`config.mk`:
```
export PLATFORM = sky130hd
export DESIGN_NAME = chsel_i2c_ctrl
export DESIGN_NICKNAME = d
export VERILOG_FILES = /design/src/rtl/chsel_pkg.sv /design/src/rtl/chsel_line_sync.sv /design/src/rtl/chsel_slave_fsm.sv /design/src/rtl/chsel_ctrl_reg.sv /design/src/rtl/chsel_i2c_ctrl.sv
export SDC_FILE = /design/constraint.sdc
export NUM_CORES = 1
export LEC_CHECK = 0
export ABC_AREA = 0
export ABC_CLOCK_PERIOD_IN_PS = 2500
export BUFFER_PORTS_ARGS = -buffer_cell sky130_fd_sc_hd__buf_2
export CORE_ASPECT_RATIO = 0.9
export CORE_MARGIN = 3
export CORE_UTILIZATION = 30
export DETAILED_ROUTE_END_ITERATION = 10
export GPL_ROUTABILITY_DRIVEN = 0
export GPL_TIMING_DRIVEN = 0
export PLACE_DENSITY = 0.45
export SETUP_SLACK_MARGIN = 0.5
export SYNTH_ARGS = -nofsm -noshare
export SYNTH_HDL_FRONTEND = slang
export SYNTH_HIERARCHICAL = 1
export SYNTH_SLANG_ARGS = --single-unit
```
`constraint.sdc`:
```
create_clock -name clk -period 2.5 [get_ports clk]
set_input_delay 0 -clock clk [delete_from_list [all_inputs] [get_ports clk]]
set_output_delay 0 -clock clk [all_outputs]
set_load 0.02 [all_outputs]
```
`src/rtl/chsel_pkg.sv`:
```
package chsel_pkg;

  localparam int BYTE_W   = 8;
  localparam int ADDR_W   = 7;
  localparam int IRQ_LSB  = 4;

  typedef enum logic [3:0] {
    ST_IDLE,
    ST_ADDR,
    ST_ACK_WAIT,
    ST_ACK,
    ST_WR,
    ST_RD,
    ST_RD_ACK_WAIT,
    ST_RD_ACK,
    ST_RD_LOAD
  } slv_state_t;

  function automatic logic [4:0] addr_prefix(input int variant);
    case (variant)
      1:       return 5'b11110;
      2:       return 5'b01100;
      default: return 5'b11100;
    endcase
  endfunction

endpackage

```
`src/rtl/chsel_line_sync.sv`:
```
module chsel_line_sync #(
  parameter int SYNC_STAGES = 2
) (
  input  logic clk,
  input  logic rst_n,
  input  logic scl_in,
  input  logic sda_in,
  output logic sda_s,
  output logic scl_rise,
  output logic scl_fall,
  output logic start_p,
  output logic stop_p
);

  logic [SYNC_STAGES-1:0] scl_pipe;
  logic [SYNC_STAGES-1:0] sda_pipe;
  logic                   scl_d;
  logic                   sda_d;
  logic                   scl_s;

  always_ff @(posedge clk) begin
    if (!rst_n) begin
      scl_pipe[0] <= 1'b1;
      sda_pipe[0] <= 1'b1;
    end else begin
      scl_pipe[0] <= scl_in;
      sda_pipe[0] <= sda_in;
    end
  end

  for (genvar g = 1; g < SYNC_STAGES; g++) begin : g_stage
    always_ff @(posedge clk) begin
      if (!rst_n) begin
        scl_pipe[g] <= 1'b1;
        sda_pipe[g] <= 1'b1;
      end else begin
        scl_pipe[g] <= scl_pipe[g-1];
        sda_pipe[g] <= sda_pipe[g-1];
      end
    end
  end

  assign scl_s = scl_pipe[SYNC_STAGES-1];
  assign sda_s = sda_pipe[SYNC_STAGES-1];

  always_ff @(posedge clk) begin
    if (!rst_n) begin
      scl_d <= 1'b1;
      sda_d <= 1'b1;
    end else begin
      scl_d <= scl_s;
      sda_d <= sda_s;
    end
  end

  assign scl_rise = scl_s & ~scl_d;
  assign scl_fall = ~scl_s & scl_d;
  assign start_p  = scl_s & scl_d & sda_d & ~sda_s;
  assign stop_p   = scl_s & scl_d & ~sda_d & sda_s;

endmodule

```
`src/rtl/chsel_slave_fsm.sv`:
```
module chsel_slave_fsm
  import chsel_pkg::*;
#(
  parameter int KEEP_W = 2
) (
  input  logic                clk,
  input  logic                rst_n,
  input  logic                scl_rise,
  input  logic                scl_fall,
  input  logic                start_p,
  input  logic                stop_p,
  input  logic                sda_s,
  input  logic [ADDR_W-1:0]   dev_addr,
  input  logic [BYTE_W-1:0]   rd_byte,
  output logic                wr_en,
  output logic [KEEP_W-1:0]   wr_data,
  output logic                sda_oe,
  output slv_state_t          state_o
);

  localparam int CNT_W = $clog2(BYTE_W);
  localparam logic [CNT_W-1:0] LAST_BIT = CNT_W'(BYTE_W - 1);

  slv_state_t          state_q;
  logic [CNT_W-1:0]    cnt_q;
  logic [ADDR_W-1:0]   shreg_q;
  logic [BYTE_W-1:0]   tx_q;
  logic                rw_q;

  assign state_o = state_q;

  always_ff @(posedge clk) begin
    if (!rst_n) begin
      state_q <= ST_IDLE;
      cnt_q   <= '0;
      shreg_q <= '0;
      tx_q    <= '0;
      rw_q    <= 1'b0;
      sda_oe  <= 1'b0;
      wr_en   <= 1'b0;
      wr_data <= '0;
    end else begin
      wr_en <= 1'b0;
      if (start_p) begin
        state_q <= ST_ADDR;
        cnt_q   <= '0;
        sda_oe  <= 1'b0;
      end else if (stop_p) begin
        state_q <= ST_IDLE;
        sda_oe  <= 1'b0;
      end else begin
        case (state_q)
          ST_ADDR: if (scl_rise) begin
            shreg_q <= {shreg_q[ADDR_W-2:0], sda_s};
            if (cnt_q == LAST_BIT) begin
              cnt_q <= '0;
              if (shreg_q == dev_addr) begin
                rw_q    <= sda_s;
                state_q <= ST_ACK_WAIT;
              end else begin
                state_q <= ST_IDLE;
              end
            end else begin
              cnt_q <= cnt_q + 1'b1;
            end
          end
          ST_ACK_WAIT: if (scl_fall) begin
            sda_oe  <= 1'b1;
            state_q <= ST_ACK;
          end
          ST_ACK: if (scl_fall) begin
            cnt_q <= '0;
            if (rw_q) begin
              tx_q    <= rd_byte;
              sda_oe  <= ~rd_byte[BYTE_W-1];
              state_q <= ST_RD;
            end else begin
              sda_oe  <= 1'b0;
              state_q <= ST_WR;
            end
          end
          ST_WR: if (scl_rise) begin
            shreg_q <= {shreg_q[ADDR_W-2:0], sda_s};
            if (cnt_q == LAST_BIT) begin
              cnt_q   <= '0;
              wr_en   <= 1'b1;
              wr_data <= {shreg_q[KEEP_W-2:0], sda_s};
              state_q <= ST_ACK_WAIT;
            end else begin
              cnt_q <= cnt_q + 1'b1;
            end
          end
          ST_RD: begin
            if (scl_rise) begin
              if (cnt_q == LAST_BIT) begin
                cnt_q   <= '0;
                state_q <= ST_RD_ACK_WAIT;
              end else begin
                cnt_q <= cnt_q + 1'b1;
              end
            end else if (scl_fall) begin
              tx_q   <= {tx_q[BYTE_W-2:0], 1'b0};
              sda_oe <= ~tx_q[BYTE_W-2];
            end
          end
          ST_RD_ACK_WAIT: if (scl_fall) begin
            sda_oe  <= 1'b0;
            state_q <= ST_RD_ACK;
          end
          ST_RD_ACK: if (scl_rise) begin
            state_q <= sda_s ? ST_IDLE : ST_RD_LOAD;
          end
          ST_RD_LOAD: if (scl_fall) begin
            tx_q    <= rd_byte;
            sda_oe  <= ~rd_byte[BYTE_W-1];
            cnt_q   <= '0;
            state_q <= ST_RD;
          end
          default: state_q <= ST_IDLE;
        endcase
      end
    end
  end

endmodule

```
`src/rtl/chsel_ctrl_reg.sv`:
```
module chsel_ctrl_reg
  import chsel_pkg::*;
#(
  parameter int N_CH = 2
) (
  input  logic              clk,
  input  logic              rst_n,
  input  logic              wr_en,
  input  logic [N_CH-1:0]   wr_sel,
  input  logic              stop_p,
  input  logic [N_CH-1:0]   irq_pend,
  output logic [BYTE_W-1:0] rd_byte,
  output logic [N_CH-1:0]   chan_en
);

  logic [N_CH-1:0] sel_q;

  always_ff @(posedge clk) begin
    if (!rst_n) begin
      sel_q   <= '0;
      chan_en <= '0;
    end else begin
      if (wr_en) sel_q <= wr_sel;
      if (stop_p) chan_en <= sel_q;
    end
  end

  always_comb begin
    rd_byte = '0;
    rd_byte[N_CH-1:0] = sel_q;
    rd_byte[IRQ_LSB +: N_CH] = irq_pend;
  end

endmodule

```
`src/rtl/chsel_i2c_ctrl.sv`:
```
module chsel_i2c_ctrl
  import chsel_pkg::*;
#(
  parameter int ADDR_VARIANT = 0,
  parameter int SYNC_STAGES  = 2,
  parameter int N_CH         = 2
) (
  input  logic            clk,
  input  logic            rst_n,
  input  logic            scl_in,
  input  logic            sda_in,
  input  logic [1:0]      addr_strap,
  input  logic [N_CH-1:0] irq_pend,
  output logic [N_CH-1:0] chan_en,
  output logic            sda_oe
);

  localparam logic [4:0] PREFIX = addr_prefix(ADDR_VARIANT);

  logic              sda_s;
  logic              scl_rise;
  logic              scl_fall;
  logic              start_p;
  logic              stop_p;
  logic              wr_en;
  logic [N_CH-1:0]   wr_sel;
  logic [BYTE_W-1:0] rd_byte;
  slv_state_t        state_q;
  logic [ADDR_W-1:0] dev_addr;

  assign dev_addr = {PREFIX, addr_strap};

  chsel_line_sync #(.SYNC_STAGES(SYNC_STAGES)) u_sync (
    .clk(clk), .rst_n(rst_n), .scl_in(scl_in), .sda_in(sda_in),
    .sda_s(sda_s), .scl_rise(scl_rise), .scl_fall(scl_fall),
    .start_p(start_p), .stop_p(stop_p)
  );

  chsel_slave_fsm #(.KEEP_W(N_CH)) u_fsm (
    .clk(clk), .rst_n(rst_n), .scl_rise(scl_rise), .scl_fall(scl_fall),
    .start_p(start_p), .stop_p(stop_p), .sda_s(sda_s),
    .dev_addr(dev_addr), .rd_byte(rd_byte), .wr_en(wr_en),
    .wr_data(wr_sel), .sda_oe(sda_oe), .state_o(state_q)
  );

  chsel_ctrl_reg #(.N_CH(N_CH)) u_reg (
    .clk(clk), .rst_n(rst_n), .wr_en(wr_en), .wr_sel(wr_sel),
    .stop_p(stop_p), .irq_pend(irq_pend), .rd_byte(rd_byte),
    .chan_en(chan_en)
  );

endmodule

```
==> key figures <==
Min path
  • Hold/Removal Path Class: input port to flip-flop
  • Hold Path Sink: u_fsm/tx_q[5]
  • Hold Crit Depth: 4
  • Critical hold path startpoint: irq_pend[1]

Die
  • Site row count: 27
  • Core area: ~6300 um2
  • Die area: about 7800 um2
  • Vert. Die Dim: about 84 um
  • Starting Density: 0.3207
  • Die Wd: 92.62 um
  • # IOs: 11

Clocking
  • Total CTS buffers: 5
  • Root buf cell: clkbuf_8
  • H-Tree Depth: 2
  • Clk buf depth: 2
  • Clk_lat worst skew: a little under 0.3 ns
  • CTS tree: built
  • Clock sinks: 36
  • Reg clk slew, reported paths: about 0.080 ns

Routing
  • Violation count after the first detailed-route iteration: 100
  • WL/cell: 12.97 um
  • DRT Wirelength: 4384 um
  • Pre-antenna DRT Iters: 4
  • Antenna Nets Post-Route: 0
  • Vias per Instance: 4.828
  • Residual DRC count: 0
  • Total number of vias: around 1600

Place
  • Placed Cells: about 330
  • Setup WS pre-CTS: 0.5208 ns
  • DP Area: 2197 um2
  • HPWL Detailed: 3103 um
  • IO Port Bufs: 8

GRT
  • Total track usage: 0.1215
  • Number of global-route vias before repair: ~1500
  • Largest net degree at the start of global routing: 13
  • Global-route wire length before repair: about 7600 um
  • Initial antenna violation count: 0
  • Total gr overflow: 0

Finish
  • Final core occ: 0.3735
  • Layout area overhead: 16.49%
  • FILL cells: 659
  • Most frequent cells in the layout: dfxtp_1, mux2i_1, nand2_1
  • Finished Layout Cells: 338
  • # diodes: 0
  • Share of layout cells above drive strength 1: 0.1753
  • Post-route cell area: 2360 um2
  • Most common cell after layout, fill and taps aside: dfxtp_1
  • Post-layout nets: 260

Critical path
  • CP arrival: approximately 2.1 ns
  • Buf+Inv Stages, Crit Path: 1
  • Critical R2R Capture: u_fsm/cnt_q[0]
  • RR Startpoint: u_sync/scl_d
  • Reg2Reg Depth: 5
  • Startpoint Class: flip-flop
  • CP top delay family: compound AO/OA/AOI/OAI gates
  • R2R setup slack: about 0.63 ns
  • Setup CP Type: flip-flop to flip-flop
  • Max incr delay on CP: ~0.42 ns
  • Setup crit end kind: flip-flop
  • CP required: about 2.7 ns
  • Crit-path cells: nor2b_1 -> clkbuf_1 -> a21oi_1 -> a211oi_2 -> mux2i_1
  • Worst-path fanout max: 10
  • Slowest cell on the critical path: clkbuf_1

Synthesis
  • Average cell area after synthesis: 9.043 um2
  • Post-synth EDFFs: 0
  • Async SR Flop Fraction: 0
  • Sequential area share after synthesis: 0.3558
  • Post-synth top flop: dfxtp_1
  • Area leader, netlist: dfxtp_1
  • Post-Syn Area: between 2000 and 2500 um2
  • Post-Syn Instances: between 200 and 250
  • Synth Warn #: 6
  • Synthesis-stage register bit count: 36
  • Area contributors post-synth: dfxtp_1, mux2i_1, nor2b_1, nand2_1, xor2_1
  • Share of the synthesized area in the top cell type: 0.3558
  • Post-synthesis cell type count: 56

Pwr
  • VDD IR max: between 200 and 300 uV
  • Cell Pwr Density: 628.8 nW/um2
  • Leakage: a little under 1 nW
  • Power Total: between 1 and 1.5 mW

STA
  • Max-slew violations: 0
  • Least-Margin Pin Slew: slightly below 0.6 ns
  • Final Cycle Share: 0.7471
  • Max-Slew Margin vs Limit: 0.6070
  • RSZ-0062 raised after global routing: yes
  • Worst Skew: 0.004942 ns
  • Final hold slack: ~0.094 ns
  • Hold Fails Final Rpt: 0
  • Fmax: around 540 MHz
  • Tmin final: approximately 1.9 ns
  • Final WS setup: 0.6323 ns
  • # setup viols final: 0
  • Setup TNS: 0 ns

Status
  • Status: finished clean

Job
  • Max-cap check violation count: 0
-- how the worst max path moves through the flow --
stage,startpoint,end,slack (ns),cells past startpoint
2_1_floorplan,u_sync/scl_s,u_fsm/cnt_q[0],0.86,5
3_5_place_dp,u_sync/scl_s,u_fsm/cnt_q[0],0.52,5
3_3_place_gp,u_sync/scl_s,u_fsm/cnt_q[1],0.49,5
5_1_grt,u_sync/scl_s,u_fsm/state_o[3],0.50,5
6_report,u_sync/scl_d,u_fsm/cnt_q[0],0.63,5
4_1_cts,u_sync/scl_s,u_fsm/cnt_q[0],0.50,5
-- logic make-up (layout without fill, tap and decap cells) --
group,count (synthesis),after routing,share of synthesized area
fa+ha+maj,2,2,0.01235
other cells,3,9,0.005559
simple gates,86,86,0.2508
flops,36,36,0.3558
mux,29,29,0.1470
buf+inv,24,45,0.06176
compound gates,36,36,0.1322
xor+xnor,8,8,0.03459
-- synth_stat cells, types with 2 or more instances --
cell	instances
or4b_1	2
mux2_2	6
ha_1	2
a211oi_1	2
and2_1	2
a31oi_1	4
o21a_1	2
clkbuf_1	4
and3b_1	2
a21oi_1	5
nand2_1	21
nor2b_1	13
buf_2	6
nand2b_1	10
and4b_1	2
nand4_1	2
inv_1	5
conb_1	3
mux2i_1	23
nor2_1	15
dfxtp_1	36
buf_4	7
and3_1	4
o21ai_0	6
and4_1	2
xor2_1	8
-- worst register-to-register path: cells and delay by family, from the launching register on --
| kind | cells | cell delay, ns |
|---|---|---|
| compound gates | 2 | 0.51 |
| buf+inv | 1 | 0.42 |
| flops | 1 | 0.36 |
| mux | 1 | 0.23 |
| simple gates | 1 | 0.26 |
-- final cells by class --
type                       count  area (um2)  share of cell area
inverter                       6       22.52            0.009544
timing repair buffer          13       90.09             0.03818
clock inverter                 2       35.03             0.01485
sequential                    36       720.7              0.3054
clock buffer                   6       72.57             0.03075
buffer                        18       102.6             0.04348
tap                           87       108.9             0.04613
multi-input combinational    170        1207              0.5117
-- repair_timing --
action | CTS | global route
hold buffers | 5 | 0
hold endpoints to repair | 3 | 0
setup buffers | 0 | 0
endpoints found under the setup margin | 0 | 20
resized for setup | 0 | 2
-- metal layers --
layer,vias to the layer above,part of all wire,track usage
met5,-,0,0
met4,0,0.016,0.05326
met3,7,0.042,0.02615
met2,44,0.43,0.1713
met1,745,0.52,0.1756
li1,836,-,-
-- where the power goes --
| part | total [mW] | leakage [nW] | switching [mW] | internal, mW |
|---|---|---|---|---|
| clock network | 0.515 | 0.0552 | 0.219 | 0.296 |
| registers | 0.627 | 0.292 | 0.0299 | 0.597 |
| logic | 0.342 | 0.644 | 0.191 | 0.150 |
-- flip-flops by register name, indices dropped and copies added, names as in the netlist, 2 cells and up --
| signal | count |
|---|---|
| u_fsm/cnt_q | 3 |
| u_reg/chan_en | 2 |
| u_fsm/wr_data | 2 |
| u_fsm/state_o | 4 |
| u_fsm/shreg_q | 7 |
| u_fsm/tx_q | 7 |
| u_reg/sel_q | 2 |
(Power assumes the default switching activity.)
